==> src/rtl/tmr_pkg.sv <==
package tmr_pkg;
  typedef struct packed {
    logic tick;    // counter steps this cycle
    logic update;  // counter wraps to zero this cycle
  } tmrStrobe_t;

  localparam logic [2:0] MODE_FROZEN = 3'b000;
  localparam logic [2:0] MODE_TOGGLE = 3'b011;
  localparam logic [2:0] MODE_PWM1   = 3'b110;
  localparam logic [2:0] MODE_PWM2   = 3'b111;

  localparam int ADDR_CTRL   = 0;
  localparam int ADDR_PSC    = 1;
  localparam int ADDR_RELOAD = 2;
  localparam int ADDR_MODE   = 3;
  localparam int ADDR_OUTCFG = 4;
  localparam int ADDR_FLAGS  = 5;
  localparam int ADDR_MASK   = 6;
  localparam int ADDR_CMP0   = 8;
endpackage

==> src/rtl/tmr_ctrl.sv <==
module tmr_ctrl
  import tmr_pkg::*;
#(
  parameter int CNT_W = 16
) (
  input  logic             clk,
  input  logic             rstN,
  input  logic             run,
  input  logic [CNT_W-1:0] psc,
  input  logic [CNT_W-1:0] reloadAct,
  output logic [CNT_W-1:0] cnt,
  output logic [CNT_W-1:0] cntNext,
  output tmrStrobe_t       strb
);
  logic [CNT_W-1:0] psCnt;

  always_comb begin
    strb.tick   = run && (psCnt >= psc);
    // >= so a count stranded above a lowered reload wraps on its next step
    strb.update = strb.tick && (cnt >= reloadAct);
    if (strb.update)    cntNext = '0;
    else if (strb.tick) cntNext = cnt + CNT_W'(1);
    else                cntNext = cnt;
  end

  always_ff @(posedge clk or negedge rstN) begin
    if (!rstN) begin
      psCnt <= '0;
      cnt   <= '0;
    end else begin
      cnt <= cntNext;
      if (!run || strb.tick) psCnt <= '0;
      else                   psCnt <= psCnt + CNT_W'(1);
    end
  end
endmodule

==> src/rtl/tmr_datapath.sv <==
module tmr_datapath
  import tmr_pkg::*;
#(
  parameter int CNT_W  = 16,
  parameter int NCH    = 2,
  parameter int ADDR_W = 4
) (
  input  logic               clk,
  input  logic               rstN,
  input  logic               wrEn,
  input  logic [ADDR_W-1:0]  addr,
  input  logic [CNT_W-1:0]   wrData,
  input  logic [CNT_W-1:0]   cnt,
  input  logic [CNT_W-1:0]   cntNext,
  input  tmrStrobe_t         strb,
  output logic [CNT_W-1:0]   rdData,
  output logic               run,
  output logic [CNT_W-1:0]   psc,
  output logic [CNT_W-1:0]   reloadAct,
  output logic [NCH-1:0]     chOut,
  output logic [NCH-1:0]     chOe,
  output logic               irq,
  output logic [NCH-1:0]     flags,
  output logic [NCH*CNT_W-1:0] ccActFlat,
  output logic [NCH*3-1:0]   modeFlat,
  output logic [NCH-1:0]     refFlat
);
  logic             arBuf;
  logic [CNT_W-1:0] arrPre, arrShd;
  logic [NCH-1:0]   enQ, polQ, maskQ, matchVec, cbufV, clrVec;
  logic [2:0]       modeArr  [NCH];
  logic [CNT_W-1:0] ccPreArr [NCH];
  logic [CNT_W-1:0] modeRd, cfgRd;

  function automatic logic hit(input int a);
    return wrEn && (addr == ADDR_W'(a));
  endfunction

  assign reloadAct = arBuf ? arrShd : arrPre;
  assign clrVec    = hit(ADDR_FLAGS) ? wrData[NCH-1:0] : '0;
  assign irq       = |(flags & maskQ);
  assign chOe      = enQ;

  always_ff @(posedge clk or negedge rstN) begin
    if (!rstN) begin
      run <= 1'b0; arBuf <= 1'b0; psc <= '0;
      arrPre <= '1; arrShd <= '1;
      enQ <= '0; polQ <= '0; maskQ <= '0; flags <= '0;
    end else begin
      if (hit(ADDR_CTRL))   begin run <= wrData[0]; arBuf <= wrData[1]; end
      if (hit(ADDR_PSC))    psc    <= wrData;
      if (hit(ADDR_RELOAD)) arrPre <= wrData;
      if (!arBuf || strb.update) arrShd <= arrPre;
      if (hit(ADDR_MASK))   maskQ  <= wrData[NCH-1:0];
      if (hit(ADDR_OUTCFG))
        for (int i = 0; i < NCH; i++) begin
          enQ[i]  <= wrData[2*i];
          polQ[i] <= wrData[2*i+1];
        end
      flags <= (flags & ~clrVec) | matchVec;  // set wins over clear
    end
  end

  for (genvar i = 0; i < NCH; i++) begin : g_ch
    logic [2:0]       modeR;
    logic             cbufR, refR, refNow, match;
    logic [CNT_W-1:0] ccPreR, ccShdR, ccAct;

    assign ccAct = cbufR ? ccShdR : ccPreR;
    assign match = strb.tick && (cntNext == ccAct);

    always_comb begin
      case (modeR)
        MODE_PWM1: refNow = (cnt < ccAct);
        MODE_PWM2: refNow = !(cnt < ccAct);
        default:   refNow = refR;
      endcase
    end

    always_ff @(posedge clk or negedge rstN) begin
      if (!rstN) begin
        modeR <= MODE_FROZEN; cbufR <= 1'b0;
        ccPreR <= '0; ccShdR <= '0; refR <= 1'b0;
      end else begin
        if (hit(ADDR_MODE)) begin
          modeR <= wrData[4*i +: 3];
          cbufR <= wrData[4*i+3];
        end
        if (hit(ADDR_CMP0 + i)) ccPreR <= wrData;
        if (!cbufR || strb.update) ccShdR <= ccPreR;
        if (modeR == MODE_TOGGLE && match) refR <= ~refR;
        else                               refR <= refNow;
      end
    end

    assign chOut[i]    = enQ[i] & (refNow ^ polQ[i]);
    assign matchVec[i] = match;
    assign cbufV[i]    = cbufR;
    assign modeArr[i]  = modeR;
    assign ccPreArr[i] = ccPreR;
    assign ccActFlat[i*CNT_W +: CNT_W] = ccAct;
    assign modeFlat[3*i +: 3] = modeR;
    assign refFlat[i] = refR;
  end

  always_comb begin
    modeRd = '0;
    cfgRd  = '0;
    for (int i = 0; i < NCH; i++) begin
      modeRd[4*i +: 4] = {cbufV[i], modeArr[i]};
      cfgRd[2*i +: 2]  = {polQ[i], enQ[i]};
    end
  end

  always_comb begin
    rdData = '0;
    case (addr)
      ADDR_W'(ADDR_CTRL):   rdData = CNT_W'({arBuf, run});
      ADDR_W'(ADDR_PSC):    rdData = psc;
      ADDR_W'(ADDR_RELOAD): rdData = arrPre;
      ADDR_W'(ADDR_MODE):   rdData = modeRd;
      ADDR_W'(ADDR_OUTCFG): rdData = cfgRd;
      ADDR_W'(ADDR_FLAGS):  rdData = CNT_W'(flags);
      ADDR_W'(ADDR_MASK):   rdData = CNT_W'(maskQ);
      default:
        for (int i = 0; i < NCH; i++)
          if (addr == ADDR_W'(ADDR_CMP0 + i)) rdData = ccPreArr[i];
    endcase
  end
endmodule

==> src/rtl/pwm_timer.sv <==
module pwm_timer
  import tmr_pkg::*;
#(
  parameter int CNT_W  = 16,
  parameter int NCH    = 2,
  parameter int ADDR_W = 4
) (
  input  logic              clk,
  input  logic              rstN,
  input  logic              wrEn,
  input  logic [ADDR_W-1:0] addr,
  input  logic [CNT_W-1:0]  wrData,
  output logic [CNT_W-1:0]  rdData,
  output logic [NCH-1:0]    chOut,
  output logic [NCH-1:0]    chOe,
  output logic              irq
);
  logic                 run;
  logic [CNT_W-1:0]     psc, reloadAct, cnt, cntNext;
  tmrStrobe_t           strb;
  logic [NCH-1:0]       flags, refFlat;
  logic [NCH*CNT_W-1:0] ccActFlat;
  logic [NCH*3-1:0]     modeFlat;

  tmr_ctrl #(.CNT_W(CNT_W)) u_ctrl (
    .clk(clk), .rstN(rstN), .run(run), .psc(psc), .reloadAct(reloadAct),
    .cnt(cnt), .cntNext(cntNext), .strb(strb)
  );

  tmr_datapath #(.CNT_W(CNT_W), .NCH(NCH), .ADDR_W(ADDR_W)) u_dp (
    .clk(clk), .rstN(rstN), .wrEn(wrEn), .addr(addr), .wrData(wrData),
    .cnt(cnt), .cntNext(cntNext), .strb(strb), .rdData(rdData),
    .run(run), .psc(psc), .reloadAct(reloadAct), .chOut(chOut), .chOe(chOe),
    .irq(irq), .flags(flags), .ccActFlat(ccActFlat), .modeFlat(modeFlat),
    .refFlat(refFlat)
  );
endmodule

==> config.mk <==
export PLATFORM = sky130hd
export DESIGN_NAME = pwm_timer
export DESIGN_NICKNAME = d
export VERILOG_FILES = /design/src/rtl/tmr_pkg.sv /design/src/rtl/tmr_ctrl.sv /design/src/rtl/tmr_datapath.sv /design/src/rtl/pwm_timer.sv
export SDC_FILE = /design/constraint.sdc
export NUM_CORES = 1
export LEC_CHECK = 0
export ABC_AREA = 1
export ABC_CLOCK_PERIOD_IN_PS = 5000
export BUFFER_PORTS_ARGS = -buffer_cell sky130_fd_sc_hd__buf_2
export CORE_MARGIN = 2
export CORE_UTILIZATION = 50
export DETAILED_ROUTE_END_ITERATION = 7
export PLACE_DENSITY_LB_ADDON = 0.08
export SYNTH_ARGS = -nofsm -noshare
export SYNTH_HDL_FRONTEND = slang
export SYNTH_HIERARCHICAL = 1
export SYNTH_SLANG_ARGS = --single-unit
==> constraint.sdc <==
create_clock -name clk -period 5 [get_ports clk]
set_input_delay 0 -clock clk [delete_from_list [all_inputs] [get_ports clk]]
set_output_delay 0 -clock clk [all_outputs]
set_load 0.02 [all_outputs]
==> flow_metrics.py <==
metrics = {
    "outcome": {
        "run_status": "finished, final reports clean",
    },
    "clocking": {
        "root_buffer": "clkbuf_16",
        "cts_tree": "built",
        "clkSlewWorstSetupHoldPaths_ps": 60,
        "clock_latency_ps": 420,
        "cts_buffer_depth": 2,
        "cts_made_buffers": 17,
        "numClockSinks": 164,
        "h-tree-depth": 4,
        "ctsResizeCount": 0,
    },
    "power": {
        "p_seq_frac": 0.427,
        "vdd_drop_max_mv": 0.2814,
        "power_frac_clock": 0.291,
        "finalPower_mw": 4.495,
        "pwr-share-comb": 0.281,
        "p_sw_frac": 0.3654,
        "internal_power_mw": 2.853,
        "cellLeakagePower_nw": 5.396,
        "powerDensity_nw_per_um2": 399.9,
        "switching_power_mw": 1.643,
    },
    "timing": {
        "tns_ps": 0,
        "finClkSkew_ps": 10.68,
        "period_share": 0.8051,
        "finalSetupViolCount": 0,
        "hold_viol_final": 0,
        "max_slew_margin": 0.2172,
        "tightest_slew_ps": 1171,
        "max_freq_mhz": 248.4,
        "drv_slew": 0,
        "rsz0062_at_grt": "no",
        "period_needed_ps": 4025,
    },
    "die": {
        "die_x_um": 146.3,
        "start_util": 0.5052,
        "die_h_um": 146.3,
        "ios": 44,
        "dieArea_sq_um": 21400,
        "rows": 52,
        "core_area_sq_um": 20040,
    },
    "drt": {
        "vias": 8714,
        "wirelength_um": 26870,
        "routed_via_density": 5.227,
        "initialDrtViolationCount": 747,
        "ant_nets": 0,
        "wire_per_inst_um": 16.12,
        "drc": 0,
        "drt_pass1_iterations": 5,
    },
    "global_routing": {
        "gr-total-overflow": 0,
        "gr-usage-met2": 0.4127,
        "grt_usage": 0.2601,
        "grt_max_degree": 86,
        "grtUsageMet3": 0.03938,
        "grt_pass1_vias": 8143,
        "antenna_found_initial": 0,
        "globalRouteMet1Util": 0.3780,
        "busiest_layer": "met2",
        "grt_pass1_wl_um": 43590,
    },
    "placed_design": {
        "gp_congestion": 0.8781,
        "numPortBuffers": 43,
        "place.detailed.hpwl_um": 20150,
        "post_dp_cell_area_sq_um": 10470,
    },
    "worst_setup_path": {
        "max_stage_delay_ps": 980,
        "crit_type": "reg -> reg",
        "cp.arrival_ps": 4320,
        "reg2reg_to": "u_dp/g_ch[0].refR",
        "slowest_stage": "dfrtp_1",
        "critPathLaunchType": "flip-flop",
        "cp_cell_sequence": "nand2_1, o21ai_0, inv_1, ha_1, a21oi_1, o21a_1, nand2_1, nand2_1, nand2_1, nor2_1, nor2_4, a21oi_1, inv_1, nand2_1, nand2_1, nor4_1, nand4_1, o21ai_1, nand2_1",
        "cp-startpoint": "u_dp/arBuf",
        "r2r-start": "u_dp/arBuf",
        "ff2ff_setup_slack_ps": 970,
        "crit_end": "u_dp/g_ch[0].refR",
        "cpMostUsedCell": "nand2_1",
        "cp_max_fo": 35,
        "critPathRequiredTime_ps": 5300,
        "rr_worst_depth": 19,
        "endpoint_kind": "flip-flop",
    },
    "synthesis": {
        "syn_area_sq_um": 10120,
        "syn_inst": 1340,
        "synth_fp_nets": 1427,
        "ys_warn_count": 6,
        "syn_area_per_cell_sq_um": 7.556,
    },
    "layout": {
        "area_delta_synth_final_pct": 11.04,
        "final_core_utilization": 0.5610,
        "drive_above_1_share": 0.1181,
        "diodes": 0,
        "fin_nets": 1471,
        "final_area_sq_um": 11240,
    },
    "run": {
        "drv_cap": 0,
    },
    "worst_hold_path": {
        "min_path_type": "in -> reg",
    },
}
==> sequential cells by signal, indices dropped and copies added, names as in the netlist, 6 cells and up <==
name,flops
u_ctrl/cnt,16
u_ctrl/psCnt,16
u_dp/arrPre,16
u_dp/arrShd,16
u_dp/g_ch.ccPreR,32
u_dp/g_ch.ccShdR,32
u_dp/g_ch.modeR,6
u_dp/psc,16
==> metrics by stage <==
step,hold slack (ps),std cells,worst slack [ps]
floorplan,-295.6,1340,1856
global placement,124.5,1616,1164
detailed placement,109.3,1616,1069
CTS,10.22,1667,1052
global route,28.97,1667,464.1
finish,32.78,1667,974.5
==> placed cells by master, fill, tap and decap left out, types with 8 or more instances in the layout <==
cell and n:
nand2_1 365, inv_1 199, o21ai_0 140, dfrtp_1 132, nor2_1 79, a21oi_1 75, ha_1 64, buf_2 42
nand3_1 39, dfstp_2 32, nor3_1 20, dlygate4sd3_1 19, clkbuf_16 17, xor2_1 17, o21ai_2 17, nand4_1 16
nand2_2 12, o21ai_1 8, o2111ai_1 8
==> how the worst min path moves through the flow <==
| stage | from | endpoint | slack, ps | depth (start not counted) |
|---|---|---|---|---|
| floorplan | rstN | u_ctrl/cnt[0] | -300 | 0 |
| global placement | rstN | u_ctrl/cnt[12] | 120 | 1 |
| detailed placement | rstN | u_ctrl/cnt[14] | 110 | 1 |
| CTS | wrData[0] | u_dp/run | 10 | 3 |
| global route | addr[1] | u_dp/run | 30 | 4 |
| finish | wrData[0] | u_dp/chOe[0] | 30 | 3 |
==> power by group through the flow <==
stage / registers, mW / logic, mW / clock network (mW)
2_1_floorplan: 1.81 / 1.00 / 0
3_3_place_gp: 1.93 / 1.22 / 0
3_5_place_dp: 1.94 / 1.25 / 0
4_1_cts: 1.92 / 1.27 / 1.34
5_1_grt: 1.96 / 1.47 / 1.40
6_report: 1.92 / 1.26 / 1.31
==> what timing repair did <==
action | in CTS | in global routing
hold buffers | 19 | 0
setup endpoints to repair | 0 | 0
buffers inserted | 0 | 0
endpoints found under the hold margin | 129 | 0
==> layer usage <==
| layer | wire (um) | vias to the layer above | share of wire |
|---|---|---|---|
| met4 | 361 | 0 | 0.013 |
| met3 | 1105 | 25 | 0.041 |
| met1 | 13250 | 4099 | 0.49 |
| li1 | - | 4412 | - |
| met5 | 0 | - | 0 |
| met2 | 12150 | 178 | 0.45 |
==> worst max-delay path, delay by kind of cell, from the launching register on <==
kind / cells / cell delay (ps)
DFF: 1 / 980
adders and majority gates: 1 / 310
and+or+nand+nor: 11 / 1470
buffers and inverters: 2 / 170
AOI/OAI and AO/OA: 5 / 950
==> final cells by class <==
| cell class | count | area [sq um] |
|---|---|---|
| Sequential cell | 164 | 4144 |
| Inverter | 210 | 788.3 |
| Tap cell | 270 | 337.8 |
| Clock buffer | 19 | 432.9 |
| Multi-Input combinational cell | 924 | 4941 |
| Clock inverter | 13 | 148.9 |
| Fill cell | 1953 | 8797 |
| Timing Repair Buffer | 67 | 449.2 |
Note: power is estimated with default switching activity, not from simulation.
